## config.mk

```make
export PLATFORM = sky130hd
export DESIGN_NAME = rw16_regfile
export DESIGN_NICKNAME = d
export VERILOG_FILES = /design/src/rtl/rw16_pkg.sv /design/src/rtl/rw16_decode.sv /design/src/rtl/rw16_stage.sv /design/src/rtl/rw16_wordbank.sv /design/src/rtl/rw16_ctrlbank.sv /design/src/rtl/rw16_rdmux.sv /design/src/rtl/rw16_regfile.sv
export SDC_FILE = /design/constraint.sdc
export NUM_CORES = 1
export LEC_CHECK = 0
export BUFFER_PORTS_ARGS = -buffer_cell sky130_fd_sc_hd__buf_4
export CAP_MARGIN = 20
export CORE_MARGIN = 4
export CORE_UTILIZATION = 40
export DETAILED_ROUTE_END_ITERATION = 8
export GPL_TIMING_DRIVEN = 0
export HOLD_SLACK_MARGIN = 0.05
export PLACE_DENSITY = 0.62
export SLEW_MARGIN = 0
export SYNTH_ARGS = -nofsm -noshare
export SYNTH_HDL_FRONTEND = slang
export SYNTH_HIERARCHICAL = 1
export SYNTH_SLANG_ARGS = --single-unit
```

## constraint.sdc

```tcl
create_clock -name clk -period 4.3 [get_ports clk]
set_clock_uncertainty 0.2 [all_clocks]
set_input_delay 0.215 -clock clk [delete_from_list [all_inputs] [get_ports clk]]
set_output_delay 0.215 -clock clk [all_outputs]
set_load 0.05 [all_outputs]
```

## src/rtl/rw16_pkg.sv

```systemverilog
package rw16_pkg;

  localparam int BYTE_W = 8;
  localparam int WORD_W = 2 * BYTE_W;
  localparam int IDX_W  = 8;

  typedef struct packed {
    logic             hit_hi;
    logic             hit_lo;
    logic             hit_ctl;
    logic [IDX_W-1:0] idx;
  } dec_t;

  // Byte address to register selection.
  function automatic dec_t decode_addr(input int unsigned a,
                                       input int unsigned nw,
                                       input int unsigned nc);
    dec_t d;
    d = '0;
    if (a < 2 * nw) begin
      d.idx    = IDX_W'(a / 2);
      d.hit_hi = ((a % 2) == 0);
      d.hit_lo = ((a % 2) == 1);
    end else if (a < 2 * nw + nc) begin
      d.hit_ctl = 1'b1;
      d.idx     = IDX_W'(a - 2 * nw);
    end
    return d;
  endfunction

  // Word assembled from the held upper byte and the new lower byte.
  function automatic logic [WORD_W-1:0] join_bytes(input logic [BYTE_W-1:0] hi,
                                                   input logic [BYTE_W-1:0] lo);
    return {hi, lo};
  endfunction

endpackage

```

## src/rtl/rw16_decode.sv

```systemverilog
module rw16_decode
  import rw16_pkg::*;
#(
  parameter int NUM_WORDS = 4,
  parameter int NUM_CTRL  = 4,
  parameter int ADDR_W    = 4
) (
  input  logic [ADDR_W-1:0] addr,
  input  logic              we,
  output dec_t              dec,
  output logic              hi_wr,
  output logic              lo_wr,
  output logic              ctl_wr
);

  always_comb begin
    dec    = decode_addr(32'(addr), NUM_WORDS, NUM_CTRL);
    hi_wr  = we && dec.hit_hi;
    lo_wr  = we && dec.hit_lo;
    ctl_wr = we && dec.hit_ctl;
  end

endmodule

```

## src/rtl/rw16_stage.sv

```systemverilog
module rw16_stage
  import rw16_pkg::*;
(
  input  logic              clk,
  input  logic              rst_n,
  input  logic              load,
  input  logic [BYTE_W-1:0] din,
  output logic [BYTE_W-1:0] q
);

  always_ff @(posedge clk or negedge rst_n) begin
    if (!rst_n)    q <= '0;
    else if (load) q <= din;
  end

endmodule

```

## src/rtl/rw16_wordbank.sv

```systemverilog
module rw16_wordbank
  import rw16_pkg::*;
#(
  parameter int NUM_WORDS = 4
) (
  input  logic                        clk,
  input  logic                        rst_n,
  input  logic                        commit,
  input  logic [IDX_W-1:0]            idx,
  input  logic [BYTE_W-1:0]           hi_byte,
  input  logic [BYTE_W-1:0]           lo_byte,
  output logic [NUM_WORDS*WORD_W-1:0] q_flat
);

  for (genvar gi = 0; gi < NUM_WORDS; gi++) begin : g_word
    logic sel;
    assign sel = commit && (idx == IDX_W'(gi));
    always_ff @(posedge clk or negedge rst_n) begin
      if (!rst_n)   q_flat[gi*WORD_W +: WORD_W] <= '0;
      else if (sel) q_flat[gi*WORD_W +: WORD_W] <= join_bytes(hi_byte, lo_byte);
    end
  end

endmodule

```

## src/rtl/rw16_ctrlbank.sv

```systemverilog
module rw16_ctrlbank
  import rw16_pkg::*;
#(
  parameter int NUM_CTRL = 4
) (
  input  logic                       clk,
  input  logic                       rst_n,
  input  logic                       load,
  input  logic [IDX_W-1:0]           idx,
  input  logic [BYTE_W-1:0]          din,
  output logic [NUM_CTRL*BYTE_W-1:0] q_flat
);

  for (genvar gj = 0; gj < NUM_CTRL; gj++) begin : g_ctl
    logic sel;
    assign sel = load && (idx == IDX_W'(gj));
    always_ff @(posedge clk or negedge rst_n) begin
      if (!rst_n)   q_flat[gj*BYTE_W +: BYTE_W] <= '0;
      else if (sel) q_flat[gj*BYTE_W +: BYTE_W] <= din;
    end
  end

endmodule

```

## src/rtl/rw16_rdmux.sv

```systemverilog
module rw16_rdmux
  import rw16_pkg::*;
#(
  parameter int NUM_WORDS = 4,
  parameter int NUM_CTRL  = 4
) (
  input  dec_t                        dec,
  input  logic [NUM_WORDS*WORD_W-1:0] word_flat,
  input  logic [NUM_CTRL*BYTE_W-1:0]  ctrl_flat,
  output logic [BYTE_W-1:0]           rdata
);

  always_comb begin
    rdata = '0;
    for (int i = 0; i < NUM_WORDS; i++) begin
      if (dec.idx == IDX_W'(i)) begin
        if (dec.hit_hi) rdata = word_flat[i*WORD_W + BYTE_W +: BYTE_W];
        if (dec.hit_lo) rdata = word_flat[i*WORD_W +: BYTE_W];
      end
    end
    for (int j = 0; j < NUM_CTRL; j++) begin
      if (dec.hit_ctl && dec.idx == IDX_W'(j))
        rdata = ctrl_flat[j*BYTE_W +: BYTE_W];
    end
  end

endmodule

```

## src/rtl/rw16_regfile.sv

```systemverilog
module rw16_regfile
  import rw16_pkg::*;
#(
  parameter int NUM_WORDS = 4,
  parameter int NUM_CTRL  = 4,
  parameter int ADDR_W    = 4
) (
  input  logic                        clk,
  input  logic                        rst_n,
  input  logic [ADDR_W-1:0]           bus_addr,
  input  logic                        bus_we,
  input  logic [BYTE_W-1:0]           bus_wdata,
  output logic [BYTE_W-1:0]           bus_rdata,
  output logic [NUM_WORDS*WORD_W-1:0] word_q,
  output logic [NUM_CTRL*BYTE_W-1:0]  ctrl_q
);

  // Named events brought out for the bound checker.
  dec_t              dec;
  logic              hi_wr;
  logic              lo_wr;
  logic              ctl_wr;
  logic [BYTE_W-1:0] stage_q;
  logic [IDX_W-1:0]  wr_idx;

  assign wr_idx = dec.idx;

  rw16_decode #(
    .NUM_WORDS(NUM_WORDS), .NUM_CTRL(NUM_CTRL), .ADDR_W(ADDR_W)
  ) u_decode (
    .addr(bus_addr), .we(bus_we), .dec(dec),
    .hi_wr(hi_wr), .lo_wr(lo_wr), .ctl_wr(ctl_wr)
  );

  rw16_stage u_stage (
    .clk(clk), .rst_n(rst_n), .load(hi_wr), .din(bus_wdata), .q(stage_q)
  );

  rw16_wordbank #(.NUM_WORDS(NUM_WORDS)) u_words (
    .clk(clk), .rst_n(rst_n), .commit(lo_wr), .idx(wr_idx),
    .hi_byte(stage_q), .lo_byte(bus_wdata), .q_flat(word_q)
  );

  rw16_ctrlbank #(.NUM_CTRL(NUM_CTRL)) u_ctrl (
    .clk(clk), .rst_n(rst_n), .load(ctl_wr), .idx(wr_idx),
    .din(bus_wdata), .q_flat(ctrl_q)
  );

  rw16_rdmux #(.NUM_WORDS(NUM_WORDS), .NUM_CTRL(NUM_CTRL)) u_rdmux (
    .dec(dec), .word_flat(word_q), .ctrl_flat(ctrl_q), .rdata(bus_rdata)
  );

endmodule

```

* Word-level counts from Yosys, hierarchy flattened
Cells that the tools add are included.
** Cells by class
- Eq/ne operators :: 3
- Reductions and logical operators :: 17
- Multiplexer cells :: 20
- Add/sub/neg operators :: 1
- $lt $le $gt $ge :: 2
** Operators with widths (count)
- 2-to-1 mux 8 bit :: 17
- logical NOT 32 bit :: 1
- == test 8 x 2 -> 1 bit, second input constant :: 2
- logical AND 1 bit :: 15
- 2-to-1 mux 9 bit :: 1
- == test 8 x 1 -> 1 bit, second input constant :: 1
- logical NOT 8 bit :: 1
- < comparator 4 bit, second input constant :: 2
- subtractor 4 x 4 -> 5 bit, second input constant :: 1
- 2-to-1 mux 2 bit :: 1
- 2-to-1 mux 1 bit :: 1
** Storage, ports and cells
- Output and inout bits :: 104
- Input port bits :: 15
- Logic and storage cells :: 52
- Bits in registers :: 104

* Depth between registers and ports, before layout
- Depth after elaboration :: 18
- Mapped depth :: 8
- Mapped depth without buffers :: 6

* Modules after synthesis
Netlist, hierarchy kept.
** By module, submodules not included
- rw16_wordbank :: instances 1, sequential area each 1601.5 µm², cells an instance 140, area an instance 2474.9 µm²
- rw16_ctrlbank :: instances 1, sequential area each 800.8 µm², cells an instance 71, area an instance 1261.2 µm²
- rw16_rdmux :: instances 1, sequential area each 0.0 µm², cells an instance 176, area an instance 1206.2 µm²
- rw16_stage :: instances 1, sequential area each 200.2 µm², cells an instance 17, area an instance 331.6 µm²
- rw16_decode :: instances 1, sequential area each 0.0 µm², cells an instance 17, area an instance 120.1 µm²

* Least setup slack after synthesis
No wires, ideal clock.
- Kind :: in2out
- From :: input port bus_addr[3]
- To :: output port bus_rdata[2]
- Data required time :: 3885 ps
- Path buffers :: 2
- Cell stages on the path :: 7
- Data arrival time :: 2581 ps
- Path slack :: 1304 ps
- Cell sequence :: nor2b_4 -> a22o_1 -> buf_2 -> and2_1 -> clkbuf_1 -> a221oi_1 -> a221oi_1
** RTL lines
- start, declared :: RTL line rw16_regfile.sv:10 : input logic [ADDR_W-1:0] bus_addr,
- end, declared :: RTL line rw16_regfile.sv:13 : output logic [BYTE_W-1:0] bus_rdata,

==> flow_summary_export.csv <==
group,metric,value,unit
floorplanning,die_area,0.0154,mm^2
grt,antenna_found_initial,0,
logic_synthesis,synthArstFlopShare,100,%
grt,gr-total-overflow,0,
worst_setup_path,cp-start-kind,"input port",
clocking,clk_pin_slew,0.06,ns
clocking,clk_latency,0.35,ns
finish,post-route-util,52.4,%
logic_synthesis,syn_area,0.00539,mm^2
clocking,clockBufferDepth,2,
clocking,clock-sinks,104,
timing,maxSlewHeadroom,56.7,%
grt,grt_use_met1,31.9,%
floorplanning,start_util,40.7,%
floorplanning,fp.dieW,124,um
grt,grtUsageMet2,32.1,%
logic_synthesis,synth_most_common_cell,"dfrtp_1",
timing,setup_viol,0,
worst_setup_path,crit_type,"input port to output pin",
placed_design,gp_congestion,0.945,
floorplanning,coreArea,0.0132,mm^2
logic_synthesis,netlist.area_leader.share,48.2,%
worst_setup_path,critPathMaxFanout,11,
power_and_ir_drop,max-vdd-ir-drop,0.000183,V
timing,rsz0062_at_grt,"false",
drt,drt_iter0_drc,318,
timing,tightest_slew,0.648,ns
power_and_ir_drop,p_leak,3.46,nW
worst_setup_path,cp_data_required_time,3.88,ns
logic_synthesis,yosys_warnings,6,
min_path,hp-class,"input port to async pin",
timing,fin_tns_setup,0,ns
worst_setup_path,rr_startpoint,"u_ctrl/q_flat[4]",
floorplanning,die_h,124,um
grt,grt_pass1_vias,4185,
grt,grt_use_met3,3.86,%
clocking,cts_root_buf,"clkbuf_16",
logic_synthesis,ys_ff_latch,104,
logic_synthesis,synthTopCellsByArea,"dfrtp_1 48%, mux2_2 20%, mux2i_1 4.3%",
worst_setup_path,cpPeakStageDelay,0.50,ns
drt,dr.pass1.iters,5,
grt,grt_pass1_wl,24700,um
worst_setup_path,critPathArrivalTime,2.67,ns
timing,drv_slew,0,
finish,fill_cells,1177,
grt,grtUsageTotal,21.8,%
clocking,htree_levels,3,
finish,fin_nets,580,
timing,fmax,0.324,GHz
finish,area_delta_synth_final,28.6,%
finish,diodes,0,
logic_synthesis,synth_common_cells,"104 x dfrtp_1, 96 x mux2_2, 29 x a21oi_1",
worst_setup_path,endpoint_kind,"output pin",
floorplanning,num_io_pins,119,
drt,wl_per_cell,22.1,um
logic_synthesis,ys_seq_area_share,48.2,%
drt,detail-route-antenna-nets,0,
drt,vias,4199,
grt,grt_max_degree,67,
drt,routed_wl,16500,um
clocking,post_cts_resize_count,0,
placed_design,hpwl,11700,um
placed_design,port_buffers,118,
worst_setup_path,r2r_cells,1,
logic_synthesis,syn_inst,421,
grt,grt_busiest_layer,"met2",
logic_synthesis,synth_flop_cell,"dfrtp_1",
clocking,cts_tree,"done",
worst_setup_path,path_cells,"buf_4 -> nor2b_4 -> a22o_1 -> buf_2 -> and2_1 -> clkbuf_1 -> a221oi_1 -> a221oi_1 -> buf_4",
status,status,"completed",
logic_synthesis,synth_edf_count,0,
floorplanning,rows,42,
logic_synthesis,avgSynthCellArea,12.8,um^2
logic_synthesis,ys_types,47,
clocking,cts_inserted_buffers,9,
worst_setup_path,reg2reg_to,"u_ctrl/q_flat[4]",
worst_setup_path,rrSetupSlack,3.26,ns
timing,fin_crit_sh,71.7,%
drt,viasPerCell,5.63,
flow_run,drv_cap,0,
worst_setup_path,slowest_stage,"a22o_1",
drt,drcViolationCount,0,
timing,timing.final.hold_violations,0,
power_and_ir_drop,powerDensity,313,mW/mm^2
finish,drive_above_1_share,49.1,%
timing,fin_crit,3.08,ns
logic_synthesis,yosysTopAreaCell,"dfrtp_1",
[critical path, delay by kind of cell]
kind	cells	cell delay [ns]
compound gates	3	1.08
buf+inv	4	1.04
simple gates	2	0.33
[per-layer routing]
layer | vias up | routed length [um]
li1 | 1845 | -
met3 | 33 | 1120
met2 | 187 | 7340
met4 | 0 | 476
met1 | 2134 | 7540
met5 | - | 0
[metrics by stage]
step	cells	setup WS [ns]	area [um^2]	power, W	hold WS [ns]
5_1_grt	746	1.12	6940	0.00225	0.253
3_3_place_gp	720	1.36	6520	0.00134	0.315
3_5_place_dp	721	1.32	6550	0.00135	0.0325
6_report	746	1.22	6940	0.00217	0.191
4_1_cts	746	1.31	6940	0.00219	0.202
2_1_floorplan	426	1.30	5410	0.00123	-0.281
[cell families (layout without fill, tap and decap cells)]
kind of cell | after synthesis | count (layout) | synth area share [%]
other cells | 1 | 6 | 0.0695
flops | 104 | 104 | 48.2
mux | 128 | 128 | 26.8
buf+inv | 42 | 186 | 5.61
compound gates | 82 | 82 | 10.8
simple gates | 64 | 64 | 8.47
[cells in the final DEF (no fill, tap or decap), drive strengths merged, types with 4 or more instances in the layout]
cell	Yosys	layout
buf	28	147
dlygate4sd3	0	9
mux2	105	105
o2bb2ai	4	4
nand2b	5	5
a22o	4	4
and2	4	4
clkbuf	7	21
nor2	10	10
conb	1	6
o211ai	4	4
o21ai	5	5
a221o	4	4
nand2	15	15
mux2i	23	23
dfrtp	104	104
nand3b	9	9
o221ai	4	4
a32oi	4	4
inv	7	7
a21oi	29	29
a221oi	6	6
a21boi	7	7
[how the worst max path moves through the flow]
stage	slack (ns)	startpoint	end
after floorplan	1.30	bus_addr[3]	bus_rdata[2]
after global placement	1.36	bus_addr[3]	bus_rdata[2]
after detailed placement	1.32	bus_addr[3]	bus_rdata[2]
after CTS	1.31	bus_addr[3]	bus_rdata[2]
after global routing	1.12	bus_addr[3]	bus_rdata[2]
final	1.22	bus_addr[3]	bus_rdata[2]
[cell type report]
type,instances,area [um^2],area share (%)
Multi-Input combinational cell,280,2510,36.1
Clock inverter,2,37.5,0.541
Clock buffer,14,264,3.81
Inverter,7,26.3,0.379
Sequential cell,104,2600,37.5
Buffer,35,277,3.99
Timing Repair Buffer,128,1000,14.5
Tap cell,176,220,3.17
[repair_timing]
item / CTS / global route
hold endpoints to repair: 110 / 0
buffers inserted: 0 / 0
hold buffers: 9 / 0
[sequential cells by signal, indices dropped and copies added, names as in the netlist]
name and flops:
u_words/q_flat 64, u_ctrl/q_flat 32, u_stage/q 8
[power by group]
| group | switching [W] | internal, W | total, W | leakage [nW] |
|---|---|---|---|---|
| Combinational | 0.000183 | 0.000114 | 0.000297 | 1.88 |
| Sequential | 0.0000327 | 0.00101 | 0.00104 | 1.43 |
| Clock | 0.000352 | 0.000484 | 0.000836 | 0.143 |
Note: power is estimated with default switching activity, not from simulation.
